==> src/rtl/sqr_pkg.sv <==
package sqr_pkg;

   // classification of one bus strobe against the window
   typedef enum logic [1:0] {
      HIT_NONE   = 2'd0,
      HIT_WINDOW = 2'd1,
      HIT_BELL   = 2'd2
   } sqr_hit_e;

   // true when the low page bits of an address are all zero
   function automatic logic page_aligned(input logic [63:0] a, input int unsigned pb);
      logic ok;
      ok = 1'b1;
      for (int unsigned k = 0; k < 64; k++) begin
         if (k < pb && a[k]) ok = 1'b0;
      end
      return ok;
   endfunction

endpackage

==> src/rtl/sqr_buf_fifo.sv <==
module sqr_buf_fifo #(
   parameter int PG_W  = 28,
   parameter int DEPTH = 16,
   localparam int PTR_W = (DEPTH > 1) ? $clog2(DEPTH) : 1,
   localparam int LVL_W = $clog2(DEPTH + 1)
) (
   input  logic             clk,
   input  logic             rst_n,
   input  logic             push_i,
   input  logic [PG_W-1:0]  push_page_i,
   input  logic             pop_i,
   output logic [PG_W-1:0]  head_page_o,
   output logic             empty_o,
   output logic             full_o,
   output logic [LVL_W-1:0] level_o
);

   generate
      if (DEPTH < 2 || (DEPTH & (DEPTH - 1)) != 0) begin : g_bad_depth
         $error("sqr_buf_fifo: DEPTH must be a power of two >= 2");
      end
   endgenerate

   logic [PTR_W-1:0]            wr_ptr, rd_ptr;
   logic [LVL_W-1:0]            count;
   logic [DEPTH-1:0][PG_W-1:0]  slots;

   // one register per slot, written only when the write pointer selects it
   generate
      for (genvar i = 0; i < DEPTH; i++) begin : g_slot
         logic [PG_W-1:0] q;
         always_ff @(posedge clk) begin
            if (!rst_n)
               q <= '0;
            else if (push_i && wr_ptr == PTR_W'(i))
               q <= push_page_i;
         end
         assign slots[i] = q;
      end
   endgenerate

   always_ff @(posedge clk) begin
      if (!rst_n) begin
         wr_ptr <= '0;
         rd_ptr <= '0;
         count  <= '0;
      end else begin
         if (push_i) wr_ptr <= wr_ptr + 1'b1;
         if (pop_i)  rd_ptr <= rd_ptr + 1'b1;
         case ({push_i, pop_i})
            2'b10:   count <= count + 1'b1;
            2'b01:   count <= count - 1'b1;
            default: count <= count;
         endcase
      end
   end

   assign head_page_o = slots[rd_ptr];
   assign empty_o     = (count == '0);
   assign full_o      = (count == LVL_W'(DEPTH));
   assign level_o     = count;

   assert_level_bound_R3: assert property (@(posedge clk) disable iff (!rst_n)
      count <= LVL_W'(DEPTH));
   assert_no_push_full_R3: assert property (@(posedge clk) disable iff (!rst_n)
      full_o |-> !push_i);
   assert_no_pop_empty_R7: assert property (@(posedge clk) disable iff (!rst_n)
      empty_o |-> !pop_i);

endmodule

==> src/rtl/sqr_addr_decode.sv <==
module sqr_addr_decode
   import sqr_pkg::*;
#(
   parameter int               BA_W          = 32,
   parameter int               PB            = 12,
   parameter logic [BA_W-1:0]  WIN_BASE      = 32'h8000_0000,
   parameter logic [BA_W-1:0]  DB_ADDR       = 32'h8000_1000,
   parameter bit               DB_WHOLE_PAGE = 1'b0
) (
   input  logic            acc_valid_i,
   input  logic [BA_W-1:0] acc_addr_i,
   input  logic            db_valid_i,
   input  logic [BA_W-1:0] db_addr_i,
   output sqr_hit_e        acc_class_o,
   output sqr_hit_e        db_class_o
);

   generate
      if (PB < 1 || PB >= BA_W) begin : g_bad_pb
         $error("sqr_addr_decode: PB must be inside the bus width");
      end
   endgenerate

   logic win_match;
   logic db_match;

   assign win_match = (acc_addr_i[BA_W-1:PB] == WIN_BASE[BA_W-1:PB]);

   // variant: doorbell matched on a whole page or on one exact address
   generate
      if (DB_WHOLE_PAGE) begin : g_db_page
         logic unused_low;
         assign unused_low = ^db_addr_i[PB-1:0];
         assign db_match   = (db_addr_i[BA_W-1:PB] == DB_ADDR[BA_W-1:PB]);
      end else begin : g_db_exact
         assign db_match   = (db_addr_i == DB_ADDR);
      end
   endgenerate

   assign acc_class_o = (acc_valid_i && win_match) ? HIT_WINDOW : HIT_NONE;
   assign db_class_o  = (db_valid_i && db_match)   ? HIT_BELL   : HIT_NONE;

endmodule

==> src/rtl/sqr_xlate.sv <==
module sqr_xlate #(
   parameter int LA_W = 40,
   parameter int PB   = 12,
   localparam int PG_W = LA_W - PB
) (
   input  logic            clk,
   input  logic            rst_n,
   input  logic            hit_i,
   input  logic            write_i,
   input  logic [PB-1:0]   offset_i,
   input  logic [PG_W-1:0] head_page_i,
   input  logic            empty_i,
   output logic            xl_valid_o,
   output logic            xl_mapped_o,
   output logic            xl_write_o,
   output logic [LA_W-1:0] xl_addr_o
);

   always_ff @(posedge clk) begin
      if (!rst_n) begin
         xl_valid_o  <= 1'b0;
         xl_mapped_o <= 1'b0;
         xl_write_o  <= 1'b0;
         xl_addr_o   <= '0;
      end else begin
         xl_valid_o <= hit_i;
         if (hit_i) begin
            xl_write_o  <= write_i;
            xl_mapped_o <= !empty_i;
            xl_addr_o   <= empty_i ? '0 : {head_page_i, offset_i};
         end
      end
   end

   assert_offset_kept_R4: assert property (@(posedge clk) disable iff (!rst_n)
      hit_i && !empty_i |=> xl_addr_o[PB-1:0] == $past(offset_i));
   assert_unmapped_zero_R7: assert property (@(posedge clk) disable iff (!rst_n)
      xl_valid_o && !xl_mapped_o |-> xl_addr_o == '0);

endmodule

==> src/rtl/sq_window_remap.sv <==
module sq_window_remap
   import sqr_pkg::*;
#(
   parameter int               BA_W          = 32,
   parameter int               LA_W          = 40,
   parameter int               PB            = 12,
   parameter int               DEPTH         = 16,
   parameter logic [BA_W-1:0]  WIN_BASE      = 32'h8000_0000,
   parameter logic [BA_W-1:0]  DB_ADDR       = 32'h8000_1000,
   parameter bit               DB_WHOLE_PAGE = 1'b0,
   localparam int              LVL_W         = $clog2(DEPTH + 1)
) (
   input  logic             clk,
   input  logic             rst_n,
   input  logic             push_valid,
   input  logic [LA_W-1:0]  push_addr,
   input  logic             acc_valid,
   input  logic             acc_write,
   input  logic [BA_W-1:0]  acc_addr,
   input  logic             db_valid,
   input  logic [BA_W-1:0]  db_addr,
   output logic             xl_valid,
   output logic             xl_mapped,
   output logic             xl_write,
   output logic [LA_W-1:0]  xl_addr,
   output logic             done_valid,
   output logic [LA_W-1:0]  done_addr,
   output logic             q_empty,
   output logic [LVL_W-1:0] q_level,
   output logic             flag_overflow,
   output logic             flag_underflow,
   output logic             flag_misalign
);

   localparam int PG_W = LA_W - PB;

   generate
      if (LA_W <= PB) begin : g_bad_la
         $error("sq_window_remap: LA_W must exceed PB");
      end
      if (WIN_BASE[BA_W-1:PB] == DB_ADDR[BA_W-1:PB]) begin : g_bad_db
         $error("sq_window_remap: doorbell must lie outside the window page");
      end
   endgenerate

   sqr_hit_e        acc_class, db_class;
   logic            win_hit, db_hit;
   logic            full;
   logic            aligned;
   logic            push_ok, pop_ok;
   logic [PG_W-1:0] head_page;

   sqr_addr_decode #(
      .BA_W(BA_W), .PB(PB), .WIN_BASE(WIN_BASE),
      .DB_ADDR(DB_ADDR), .DB_WHOLE_PAGE(DB_WHOLE_PAGE)
   ) i_decode (
      .acc_valid_i (acc_valid),
      .acc_addr_i  (acc_addr),
      .db_valid_i  (db_valid),
      .db_addr_i   (db_addr),
      .acc_class_o (acc_class),
      .db_class_o  (db_class)
   );

   assign win_hit = (acc_class == HIT_WINDOW);
   assign db_hit  = (db_class == HIT_BELL);
   assign aligned = page_aligned(64'(push_addr), PB);
   assign push_ok = push_valid && aligned && !full;
   assign pop_ok  = db_hit && !q_empty;

   sqr_buf_fifo #(.PG_W(PG_W), .DEPTH(DEPTH)) i_fifo (
      .clk         (clk),
      .rst_n       (rst_n),
      .push_i      (push_ok),
      .push_page_i (push_addr[LA_W-1:PB]),
      .pop_i       (pop_ok),
      .head_page_o (head_page),
      .empty_o     (q_empty),
      .full_o      (full),
      .level_o     (q_level)
   );

   // translation samples the head before this cycle's pop lands
   sqr_xlate #(.LA_W(LA_W), .PB(PB)) i_xlate (
      .clk         (clk),
      .rst_n       (rst_n),
      .hit_i       (win_hit),
      .write_i     (acc_write),
      .offset_i    (acc_addr[PB-1:0]),
      .head_page_i (head_page),
      .empty_i     (q_empty),
      .xl_valid_o  (xl_valid),
      .xl_mapped_o (xl_mapped),
      .xl_write_o  (xl_write),
      .xl_addr_o   (xl_addr)
   );

   always_ff @(posedge clk) begin
      if (!rst_n) begin
         done_valid     <= 1'b0;
         done_addr      <= '0;
         flag_overflow  <= 1'b0;
         flag_underflow <= 1'b0;
         flag_misalign  <= 1'b0;
      end else begin
         done_valid <= pop_ok;
         if (pop_ok) done_addr <= {head_page, {PB{1'b0}}};
         if (push_valid && aligned && full) flag_overflow <= 1'b1;
         if (push_valid && !aligned)        flag_misalign <= 1'b1;
         if ((win_hit || db_hit) && q_empty) flag_underflow <= 1'b1;
      end
   end

   assert_done_nonempty_R5: assert property (@(posedge clk) disable iff (!rst_n)
      db_hit && !q_empty |=> done_valid && q_level == $past(q_level) - LVL_W'(1)
                                           + LVL_W'($past(push_ok)));
   assert_done_aligned_R5: assert property (@(posedge clk) disable iff (!rst_n)
      done_valid |-> done_addr[PB-1:0] == '0);
   assert_no_overflow_R3: assert property (@(posedge clk) disable iff (!rst_n)
      flag_overflow |=> flag_overflow);
   assert_underflow_sticky_R7: assert property (@(posedge clk) disable iff (!rst_n)
      flag_underflow |=> flag_underflow);
   assert_misalign_sticky_R2: assert property (@(posedge clk) disable iff (!rst_n)
      flag_misalign |=> flag_misalign);
   assert_misalign_no_growth_R2: assert property (@(posedge clk) disable iff (!rst_n)
      push_valid && !aligned && !db_hit |=> q_level == $past(q_level));
   assert_empty_no_done_R7: assert property (@(posedge clk) disable iff (!rst_n)
      q_empty |=> !done_valid);

endmodule

==> config.mk <==
export PLATFORM = sky130hd
export DESIGN_NAME = sq_window_remap
export DESIGN_NICKNAME = d
export VERILOG_FILES = /design/src/rtl/sqr_pkg.sv /design/src/rtl/sqr_buf_fifo.sv /design/src/rtl/sqr_addr_decode.sv /design/src/rtl/sqr_xlate.sv /design/src/rtl/sq_window_remap.sv
export SDC_FILE = /design/constraint.sdc
export NUM_CORES = 1
export LEC_CHECK = 0
export ABC_AREA = 1
export ABC_CLOCK_PERIOD_IN_PS = 5210
export BUFFER_PORTS_ARGS = -buffer_cell sky130_fd_sc_hd__buf_2
export CORE_MARGIN = 4
export CORE_UTILIZATION = 30
export DETAILED_ROUTE_END_ITERATION = 8
export PLACE_DENSITY_LB_ADDON = 0.12
export SLEW_MARGIN = 30
export SYNTH_ARGS = -nofsm -noshare
export SYNTH_HDL_FRONTEND = slang
export SYNTH_SLANG_ARGS = --single-unit
export TNS_END_PERCENT = 30
==> constraint.sdc <==
create_clock -name clk -period 5.21 [get_ports clk]
set_input_delay 0.2605 -clock clk [delete_from_list [all_inputs] [get_ports clk]]
set_output_delay 0.2605 -clock clk [all_outputs]
set_load 0.1 [all_outputs]
==> results.md, run 1 <==
- Status: finished, final reports clean
- Wirelength per Cell: 18.5 um
- Power Dens Cells: 293 nW/um^2
- Worst setup EP type: flop
- Tightest Pin Transition: 0.982 ns
- Worst Hold End: i_xlate.xl_write_o
- Largest net degree at the start of global routing: 168
- Die Width: 301 um
- Compound-cell area share of the yosys netlist: 9.96%
- Setup Fix Bufs, Post-CTS: 0
- Initial drt markers: 1,919
- Drc violations: 0
- Commonest non-fill, non-tap cell in the layout: nand2_1
- Total track usage: 20.6%
- Slew Limit Fails: 0
- Adder-Cell Fraction of Synth Area: 0.388%
- # Max-Cap Violations: 0
- Layout cell share with drive strength beyond 1: 10.3%
- Hold Crit Depth: 4
- Most frequent cells in the layout: nand2_1 (1,391), dfxtp_1 (532), inv_1 (469)
- Ys Warns: 0
- Worst r2r path cells: 8
- Via count: 24,486
- GPL Wtd Cong: 0.789
- Mean post-synth cell area: 6.44 um^2
- Num CTS Buffers: 60
- IR drop worst, VDD: 0.000285 V
- Synthesized flop and latch total: 536
- Setup TNS: 0 ns
- # hold bufs at CTS: 17
- Placed Cells: 5,075
- Fmax: 0.343 GHz
- CTS H-Tree Depth: 2
- First-pass GRT wire length: 145 mm
- Largest family of logic cells by synthesized area: simple AND/OR/NAND/NOR gates
- Core box area: 85,300 um^2
- R2R Setup Slk: 2.29 ns
- Critical Path AT: 3.40 ns
- Vias in the first global route: 22,882
- Slew Limit Headroom: 34.3%
- Final net count: 4,129
- Post-synthesis simple-gate area fraction: 35.2%
- Final Instance Count excl. Fillers: 5,203
- Cells after synthesis: 4,011
- Mapped cell area: 25,800 um^2
- Die Y: 301 um
- CP max FO: 15
- Sequential area share after synthesis: 41.6%
- Post-DP HPWL: 54.2 mm
- Vias per std cell: 4.71
- Site Rows: 107
- Post-synthesis xor/xnor area fraction: 0.271%
- RSZ-0062 raised after global routing: no
- Clk_skew: 0.0187 ns
- # port buffers: 190
- Clock Sinks: 536
- CP startpoint kind: flop
- Leakage power: 11.5 nW
- Clk buf depth: 3
- CP Data Required Time: 5.69 ns
- Distinct cells, synth: 30
- Worst-path clk slew: 0.06 ns
- Class of the tightest hold or removal check: in -> reg
- DIE AREA: 90,800 um^2
- Final worst-path cycle share: 56.0%
- GRT overflow: 0
- Initial Utilization: 30.3%
- Post-cts gate resize count: 0
- Skew-Pair Late Insertion Delay: 0.64 ns
- Fin crit period: 2.92 ns
- Hold Fails Final Rpt: 0
- Drt first pass iters: 5
- CTS root buffer: clkbuf_16
- # setup viols final: 0
- RR Startpoint: i_fifo.level_o[3]
- Crit path kind: reg -> reg
- Final WL: 96.5 mm
- CTS tree: built
- Synth-to-Final Area Change: 13.7%
- Mux cell area share after synthesis: 0%
- DRT antenna net count: 0
- Hold Path Origin: acc_addr[12]
- Worst R2R End: i_fifo.g_slot[6].q[11]
- Top-level I/O count: 203
- Initial antenna violation count: 4
[sequential cells by signal, summed over array words and instances (netlist names)]
register             flops
flag_overflow            1
i_fifo.level_o           5
i_xlate.xl_valid_o       1
done_valid               1
flag_misalign            1
done_addr               28
i_xlate.xl_write_o       1
i_fifo.g_slot.q        448
i_fifo.wr_ptr            4
flag_underflow           1
i_fifo.rd_ptr            4
i_xlate.xl_addr_o       40
i_xlate.xl_mapped_o      1
[critical path: stages, from the launching register on]
cell and delay [ns]:
dfxtp_1 0.39, inv_1 0.09, nand4_1 0.13, nand4_1 0.30, inv_2 0.57, nand2_1 0.66
buf_4 0.45, nand2_1 0.10, a21oi_1 0.06
[cell usage after synthesis (all sizes together)]
library cell | n | area [um^2]
a21o | 1 | 7.51
or2 | 56 | 350
buf | 110 | 683
clkinv | 1 | 3.75
xnor2 | 1 | 8.76
nand3 | 407 | 2040
xor2 | 7 | 61.3
nor3b | 1 | 7.51
and2 | 2 | 12.5
conb | 1 | 3.75
a21oi | 448 | 2240
ha | 8 | 100
inv | 483 | 1810
clkbuf | 199 | 747
nand4 | 14 | 87.6
nor2 | 208 | 945
dfxtp | 536 | 10700
nand2 | 1404 | 5350
o21ai | 64 | 320
nor3 | 58 | 290
nand3b | 2 | 15.0
[per-stage QoR]
stage	power, mW	hold WS [ns]	area, um^2	util, %	worst slack [ns]
2_1_floorplan	4.35	0.403	25900	-	1.92
3_3_place_gp	4.45	0.440	27100	31.8	2.22
3_5_place_dp	4.45	0.437	27200	31.9	2.19
4_1_cts	8.72	0.00464	29300	34.4	2.25
5_1_grt	8.89	0.0495	29300	34.4	2.03
6_report	8.60	0.0391	29300	34.4	2.29
[layer usage]
layer,global-route usage (%),vias to the layer above,wire length (um)
met2,35.2,589,44800
met4,4.82,0,2030
met1,27.7,11417,44400
met3,2.55,106,5230
li1,-,12374,-
met5,0,-,0
[kinds of logic (layout without fill, tap and decap cells)]
family / after synthesis / in the layout
fa+ha+maj: 8 / 8
other cells: 1 / 13
xor+xnor: 8 / 8
compound gates: 513 / 513
buf+inv: 793 / 829
flops: 536 / 536
simple gates: 2152 / 2152
[worst max path at each step]
| stage | startpoint | end | slack, ns |
|---|---|---|---|
| 3_5_place_dp | push_addr[2] | i_fifo.g_slot[6].q[11] | 2.19 |
| 6_report | i_fifo.level_o[3] | i_fifo.g_slot[6].q[11] | 2.29 |
| 5_1_grt | i_fifo.rd_ptr[0] | done_addr[15] | 2.03 |
| 3_3_place_gp | push_addr[2] | i_fifo.g_slot[6].q[1] | 2.22 |
| 4_1_cts | i_fifo.rd_ptr[0] | done_addr[14] | 2.25 |
| 2_1_floorplan | i_fifo.level_o[3] | i_fifo.level_o[4] | 1.92 |
[power breakdown]
part | total, mW | switching (mW) | internal [mW]
sequential | 4.10 | 0.000257 | 4.10
combinational | 0.269 | 0.217 | 0.0516
clock | 4.24 | 1.81 | 2.42
[area by class of cell]
class | count | area [um^2]
repair buffers | 236 | 1480
diodes | 1 | 2.50
well taps | 1144 | 1430
fillers | 9360 | 55900
inverters | 484 | 1830
clock inverters | 13 | 120
flip-flops and latches | 536 | 10700
multi-input cells | 2693 | 11900
clock buffers | 96 | 1820
(Power assumes the default switching activity.)
==> run 2: changes to the inputs <==
--- a/config.mk
+++ b/config.mk
@@ -5,8 +5,8 @@
 export SDC_FILE = /design/constraint.sdc
 export NUM_CORES = 1
 export LEC_CHECK = 0
-export ABC_AREA = 1
-export ABC_CLOCK_PERIOD_IN_PS = 5210
+export ABC_AREA = 0
+export ABC_CLOCK_PERIOD_IN_PS = 2500
 export BUFFER_PORTS_ARGS = -buffer_cell sky130_fd_sc_hd__buf_2
 export CORE_MARGIN = 4
 export CORE_UTILIZATION = 30
==> constraint.sdc (replaced) <==
create_clock -name clk -period 2.5 [get_ports clk]
set_input_delay 0.125 -clock clk [delete_from_list [all_inputs] [get_ports clk]]
set_output_delay 0.125 -clock clk [all_outputs]
set_load 0.1 [all_outputs]
==> run 2 against run 1 <==
  * Sequential share of layout area grew 2.6 points
  * Critical path depth up 5
  * Largest power group unchanged
  * Clock-buffer cell count is 13 lower
  * First-iteration DRC count is 28% lower
  * Combinational power increased by 110%
  * Cell area down 6.5%
  * Critical path type unchanged
  * Clock skew is 0.0053 ns higher
  * Sequential cell count unchanged
==> results.md, run 2 <==
- Status: finished, final reports clean
- Multi-input gate area: 10,900 um^2 (-8.3%)
- Final net count: 2,714 (-34%)
- Setup WS post-layout: 0.164 ns (-2.13 ns)
- Core box area: 74,900 um^2 (-12%)
- Site Rows: 100 (-6.5%)
- Most frequent cell after synthesis: nand2_1
- Worst slack at placement: -0.257 ns (-2.45 ns)
- Top_reg_cell synth: dfxtp_1
- Ys Warns: 0 (unchanged)
- Vias per std cell: 5.11 (+8.6%)
- Sequential standard cell area: 10,800 um^2 (+0.15%)
- Largest register FFs: 448 (unchanged)
- Slew Limit Headroom: 48.3% (+14 points)
- Die Y: 284 um (-5.8%)
- Cell family with most CP delay: compound AO/OA/AOI/OAI gates
- Crit-path cells: nor4_4, buf_4, nand2b_4, inv_8, nor2_4, ha_4, xor2_2, ha_2, inv_1, o21ai_0, a21o_1, a31oi_2, mux2i_1
- Filler cells: 7,519 (-20%)
- Total track usage: 19.2% (-1.4 points)
- Tightest Pin Transition: 0.776 ns (-0.206 ns)
- Most flop-heavy register: i_fifo.g_slot.q
- Fin crit period: 2.34 ns (-0.579 ns)
- Synthesized flop and latch total: 536 (unchanged)
- Clk_skew: 0.0240 ns (+0.00529 ns)
- Worst setup EP type: flop
- CP startpoint kind: flop
- IR drop worst, VDD: 0.000490 V (+72%)
- Drc violations: 0 (unchanged)
- # port buffers: 190 (unchanged)
- GPL Wtd Cong: 0.752 (-4.7%)
- Initial antenna violation count: 6 (+2)
- Critical Path Max Stage Delay: 0.38 ns (-0.28 ns)
- CP max FO: 9 (-6)
- CP Data Required Time: 3.05 ns (-2.64 ns)
- Sequential area share after synthesis: 47.0% (+5.4 points)
- Synth-to-Final Area Change: 20.2%
- Class of the tightest hold or removal check: in -> reg
- Worst Path Buf+Inv: 3 (unchanged)
- Post-DP HPWL: 45.3 mm (-16%)
- DIE AREA: 80,600 um^2 (-11%)
- Regs by FF count: i_fifo.g_slot.q x448, i_xlate.xl_addr_o x40, done_addr x28
- GRT overflow: 0 (unchanged)
- Wirelength per Cell: 22.1 um (+19%)
- Initial drt markers: 1,391 (-28%)
- Cells after synthesis: 2,464 (-39%)
- Drt first pass iters: 6 (+1)
- CP max-delay cell: dfxtp_4
- DRT antenna net count: 0 (unchanged)
- Final WL: 79.7 mm (-17%)
- Distinct cells, synth: 48 (+60%)
- Die Width: 284 um (-5.8%)
- Via count: 18,460 (-25%)
- RSZ-0062 raised after global routing: no
- First-pass GRT wire length: 119 mm (-18%)
- Vias in the first global route: 18,500 (-19%)
- Num CTS Buffers: 58 (-3.3%)
- Mean post-synth cell area: 9.26 um^2 (+44%)
- Post-synth EDFFs: 0 (unchanged)
- Share of flip-flops with an asynchronous set or reset: 0% (unchanged)
- Cell taking the most area after synthesis: dfxtp_1
- Worst-path clk slew: 0.06 ns (about the same)
- Fin Hold WS: 0.0703 ns (+0.0312 ns)
- Slew Limit Fails: 0 (unchanged)
- Critical Path AT: 2.88 ns (-0.52 ns)
- Area contributors post-synth: dfxtp_1 (47%), mux4_2 (11%), nand2_1 (11%)
- Yosys top cell area share: 47.0% (+5.4 points)
- Largest net degree at the start of global routing: 106 (-37%)
- Crit path kind: reg -> reg
- Layout cell share with drive strength beyond 1: 19.8% (+9.5 points)
- Synth cell count leaders: nand2_1 (641), dfxtp_1 (536), a21oi_1 (350), nor2_1 (166), mux2i_1 (164)
- CTS root buffer: clkbuf_16
- Clock Sinks: 536 (unchanged)
- Hold Fails Final Rpt: 0 (unchanged)
- # Max-Cap Violations: 0 (unchanged)
- Most frequent cells in the layout: nand2_1 (639), dfxtp_1 (527), a21oi_1 (350)
- Mapped cell area: 22,800 um^2 (-12%)
- Fmax: 0.428 GHz (+25%)
- Power Dens Cells: 657 nW/um^2 (+120%)
- Top-level I/O count: 203 (unchanged)
- CTS H-Tree Depth: 2 (unchanged)
- CTS tree: built
- Design Power: 18.0 mW (+110%)
- # setup viols final: 0 (unchanged)
- Leakage power: 10.6 nW (-8.3%)
- Initial Utilization: 30.5% (+0.19 points)
- Skew-Pair Late Insertion Delay: 0.63 ns (about the same)
- Clk buf depth: 3 (unchanged)
- Final worst-path cycle share: 93.4% (+37 points)
- Commonest non-fill, non-tap cell in the layout: nand2_1
-- run 2: cell types whose count changed after synthesis, sizes merged, moves of 24 or more --
cell / previous run / this run
nor3: 58 / 7
a21oi: 448 / 350
inv: 483 / 7
a22o: 0 / 56
or2: 56 / 1
clkbuf: 199 / 141
nor2: 208 / 167
nand3: 407 / 21
mux4: 0 / 112
mux2i: 0 / 164
nor2b: 0 / 24
nand2: 1404 / 641
o21ai: 64 / 6
-- run 2: timing repair --
item	in CTS	in global routing
endpoints found under the hold margin	475	0
hold buffers	45	0
setup endpoints to repair	0	1
gates resized for setup	0	4
setup buffers	0	2
-- run 2: cells by family after synthesis --
| group | after synthesis | share of synthesized area [%] |
|---|---|---|
| AND/OR/NAND/NOR | 919 | 17.2 |
| flip-flops | 536 | 47.0 |
| AO/OA/AOI/OAI | 453 | 11.2 |
| multiplexers | 276 | 18.2 |
| buffers and inverters | 263 | 5.59 |
| adder cells (fa/ha/maj) | 8 | 0.439 |
| XOR/XNOR | 8 | 0.307 |
| other | 1 | 0.0164 |
-- run 2: layout make-up --
| class | count | share of cell area, % |
|---|---|---|
| multi-input cells | 1676 | 39.8 |
| well taps | 969 | 4.42 |
| repair buffers | 317 | 9.13 |
| diodes | 1 | 0.00912 |
| clock buffers | 83 | 6.29 |
| flip-flops and latches | 536 | 39.2 |
| clock inverters | 24 | 0.971 |
| inverters | 7 | 0.150 |
-- run 2: worst reg2reg max path, delay by kind of cell (launching register included) --
family | cells | cell delay, ns
adders and majority gates | 2 | 0.36
muxes | 1 | 0.19
DFF | 1 | 0.38
buffers and inverters | 3 | 0.34
xor gates and xnor gates | 1 | 0.17
AOI/OAI and AO/OA | 3 | 0.42
and+or+nand+nor | 3 | 0.39
-- run 2: path summary, 6_finish.rpt --
| path | from | endpoint | slack (ns) | cells past startpoint |
|---|---|---|---|---|
| hold / removal | db_addr[21] | flag_underflow | 0.07 | 6 |
| hold reg to reg | flag_underflow | flag_underflow | 0.45 | 2 |
| setup reg to reg | i_fifo.level_o[1] | i_fifo.level_o[4] | 0.16 | 13 |
| setup / recovery | i_fifo.level_o[1] | i_fifo.level_o[4] | 0.16 | 13 |
-- run 2: routing by layer --
metal  global-route usage [%]  vias to the layer above  share of wire [%]
met1                     26.3                     9019                 45
met4                     4.78                        2                2.1
met2                     31.8                      624                 47
li1                         -                     8709                  -
met3                     3.36                      106                6.6
met5                        0                        -              0.014
-- run 2: metrics by stage --
step	setup TNS, ns	util (%)	area (um^2)	std cells
after global routing	0	36.6	27400	3613
after detailed placement	-0.404	33.3	25000	3458
after global placement	-0.318	33.3	25000	3458
after CTS	0	36.6	27400	3610
after floorplan	-0.263	-	23000	2475
final	0	36.6	27400	3613
-- run 2: where the power goes --
group          switching, mW  internal [mW]
combinational          0.410          0.148
clock                   3.65           5.29
sequential          0.000574           8.53
==> run 3: changes to the inputs <==
--- a/config.mk
+++ b/config.mk
@@ -7,7 +7,7 @@
 export LEC_CHECK = 0
 export ABC_AREA = 0
 export ABC_CLOCK_PERIOD_IN_PS = 2500
-export BUFFER_PORTS_ARGS = -buffer_cell sky130_fd_sc_hd__buf_2
+export BUFFER_PORTS_ARGS = -buffer_cell sky130_fd_sc_hd__buf_4
 export CORE_MARGIN = 4
 export CORE_UTILIZATION = 30
 export DETAILED_ROUTE_END_ITERATION = 8
==> run 3 against run 2 <==
  * Core utilization grew 1.0 points
  * Hold slack gained 0.015 ns
  * First-iteration DRC count shrank 6.6%
  * Combinational power grew 8.4%
  * Global-route usage shrank 0.29 points
  * Maximum frequency grew 0.30%
  * Routed wire length shrank 1.2%
  * Sequential power is essentially flat
  * Setup slack gained 0.0069 ns
  * Sequential cell count is the same
  * Clock power grew 4.5%
  * Non-clock buffer count grew 19
==> results.md, run 3 (synthesis results as in run 2) <==
- DIE AREA: 80,600 um^2 (unchanged)
- R2R Setup Slk: 0.17 ns (about the same)
- Fmax: 0.429 GHz (+0.30%)
- Num CTS Buffers: 60 (+3.4%)
- CTS tree: built
- Die Y: 284 um (unchanged)
- RR Startpoint: i_fifo.level_o[3]
- Met3 usage: 3.30% (-0.056 points)
- # Max-Cap Violations: 0 (unchanged)
- Slew Limit Headroom: 33.5% (-15 points)
- Clk buf depth: 3 (unchanged)
- Initial antenna violation count: 9 (+3)
- Worst r2r path cells: 12 (-1)
- Final worst-path cycle share: 93.1% (-0.28 points)
- M2 GR Usage: 31.3% (-0.44 points)
- Slew Limit Fails: 0 (unchanged)
- Critical Path AT: 2.89 ns (about the same)
- Crit path kind: reg -> reg
- Skew-Pair Late Insertion Delay: 0.64 ns (about the same)
- # port buffers: 190 (unchanged)
- Fin crit period: 2.33 ns (-0.00690 ns)
- Largest register FFs: 448 (unchanged)
- Reg power frac: 46.2% (-1.1 points)
- Initial Utilization: 30.5% (unchanged)
- IR drop worst, VDD: 0.000562 V (+15%)
- Largest net degree at the start of global routing: 216 (+100%)
- Most frequent cells in the layout: nand2_1 (639), dfxtp_1 (527), a21oi_1 (350)
- Initial drt markers: 1,299 (-6.6%)
- Met1 usage: 25.4% (-0.86 points)
- Final Instance Count excl. Fillers: 3,639 (+0.72%)
- Layout cell share with drive strength beyond 1: 19.8% (+0.047 points)
- Switching share of total power: 22.5% (-0.034 points)
- Worst-path clk slew: 0.06 ns (about the same)
- Drt first pass iters: 5 (-1)
- # setup viols final: 0 (unchanged)
- First-pass GRT wire length: 118 mm (-1.2%)
- Setup TNS: 0 ns (unchanged)
- CP max FO: 7 (-2)
- Final net count: 2,735 (+0.77%)
- Vias in the first global route: 18,536 (+0.19%)
- Worst R2R End: i_fifo.level_o[4]
- Most flop-heavy register: i_fifo.g_slot.q
- Die Width: 284 um (unchanged)
- GPL Wtd Cong: 0.771 (+2.5%)
- Clock Sinks: 536 (unchanged)
- Drc violations: 0 (unchanged)
- Total track usage: 19.0% (-0.29 points)
- Post-DP HPWL: 44.9 mm (-0.91%)
- Fin Hold WS: 0.0854 ns (+0.0151 ns)
- Wirelength per Cell: 21.6 um (-1.9%)
- Site Rows: 100 (unchanged)
- Regs by FF count: i_fifo.g_slot.q x448, i_xlate.xl_addr_o x40, done_addr x28
- CTS root buffer: clkbuf_16
- DRT antenna net count: 0 (unchanged)
- Placed Cells: 3,466 (+0.23%)
- Clock power share: 50.6% (+1.0 points)
- Power Dens Cells: 655 nW/um^2 (-0.35%)
- Final WL: 78.7 mm (-1.2%)
- P_sw: 4.15 mW (+2.3%)
- Commonest non-fill, non-tap cell in the layout: nand2_1
- CP startpoint kind: flop
- Filler cells: 7,355 (-2.2%)
- Vias per std cell: 5.10 (-0.24%)
- Most used routing layer: met2
- Core box area: 74,900 um^2 (unchanged)
- Sequential standard cell area: 10,800 um^2 (unchanged)
- Leakage power: 10.8 nW (+2.5%)
- Hold Crit Depth: 6 (unchanged)
- Tightest Pin Transition: 0.998 ns (+0.222 ns)
- Hold Fails Final Rpt: 0 (unchanged)
- Multi-input gate area: 10,900 um^2 (about the same)
- Final instance area: 28,200 um^2 (+2.9%)
- Design Power: 18.5 mW (+2.5%)
- Via count: 18,548 (+0.48%)
- Hold Path Origin: db_addr[21]
- CTS H-Tree Depth: 2 (unchanged)
- Status: finished, final reports clean
- Placed cell area: 25,500 um^2 (+2.2%)
- RSZ-0062 raised after global routing: no
- GRT overflow: 0 (unchanged)
- Logic pwr share: 3.3% (+0.2 points)
- Worst setup EP type: flop
- Top-level I/O count: 203 (unchanged)
- Internal Power: 14.3 mW (+2.5%)
- Class of the tightest hold or removal check: in -> reg
- Worst Hold End: flag_underflow
- Synth-to-Final Area Change: 23.6%
- Clk_skew: 0.0310 ns (+0.00695 ns)
- CP Data Required Time: 3.06 ns (about the same)
-- run 3: cell count changes in the layout (fill, tap and decap cells not counted), sizes merged --
cell | before | now
dlygate4sd3 | 45 | 56
buf | 272 | 280
clkbuf | 83 | 90
clkinv | 15 | 12
diode | 1 | 3
bufinv | 5 | 6
-- run 3: cell type report --
type,count,share of cell area [%]
well taps,969,4.30
repair buffers,336,11.2
diodes,3,0.0266
flip-flops and latches,536,38.1
clock inverters,22,1.13
multi-input cells,1676,38.7
clock buffers,90,6.37
inverters,7,0.146
-- run 3: worst max-delay path by stage --
stage / startpoint / cells after the start / endpoint
final: i_fifo.level_o[3] / 12 / i_fifo.level_o[4]
after global placement: db_addr[15] / 13 / i_fifo.level_o[4]
after CTS: i_fifo.level_o[3] / 11 / i_fifo.level_o[4]
after floorplan: i_fifo.level_o[0] / 14 / i_fifo.level_o[4]
after detailed placement: db_addr[2] / 13 / i_fifo.level_o[4]
after global routing: i_fifo.level_o[3] / 12 / i_fifo.level_o[4]
-- run 3: worst max-delay path, stage by stage (launching register included) --
cell	delay [ns]
dfxtp_4	0.37
nor4_4	0.26
buf_4	0.18
nand2_2	0.10
nand2_8	0.10
ha_4	0.13
xor2_1	0.18
ha_2	0.23
a21o_1	0.12
nand2_1	0.05
a21o_1	0.16
a31oi_1	0.20
mux2i_1	0.19
-- run 3: power by group through the flow --
| stage | registers [mW] | clock network, mW | logic, mW |
|---|---|---|---|
| floorplan | 8.74 | 0 | 0.322 |
| global placement | 8.72 | 0 | 0.528 |
| detailed placement | 8.72 | 0 | 0.534 |
| CTS | 8.53 | 9.60 | 0.601 |
| global route | 8.53 | 9.94 | 0.642 |
| finish | 8.53 | 9.34 | 0.604 |
-- run 3: stage by stage --
| stage | util, % | setup slack [ns] |
|---|---|---|
| finish | 37.7 | 0.171 |
| global placement | 34.0 | -0.216 |
| floorplan | - | -0.170 |
| detailed placement | 34.0 | -0.325 |
| CTS | 37.6 | 0.0776 |
| global route | 37.7 | 0.0115 |
-- run 3: what timing repair did --
action,4_1_cts,5_1_grt
endpoints found under the hold margin,474,0
setup endpoints to repair,0,2
buffers inserted,0,1
resized for setup,0,2
hold buffers,56,0
-- run 3: layer usage --
| layer | wire [um] | part of all wire (%) |
|---|---|---|
| met2 | 36900 | 47 |
| met5 | 0 | 0 |
| met3 | 5260 | 6.7 |
| met1 | 34400 | 44 |
| met4 | 2140 | 2.7 |
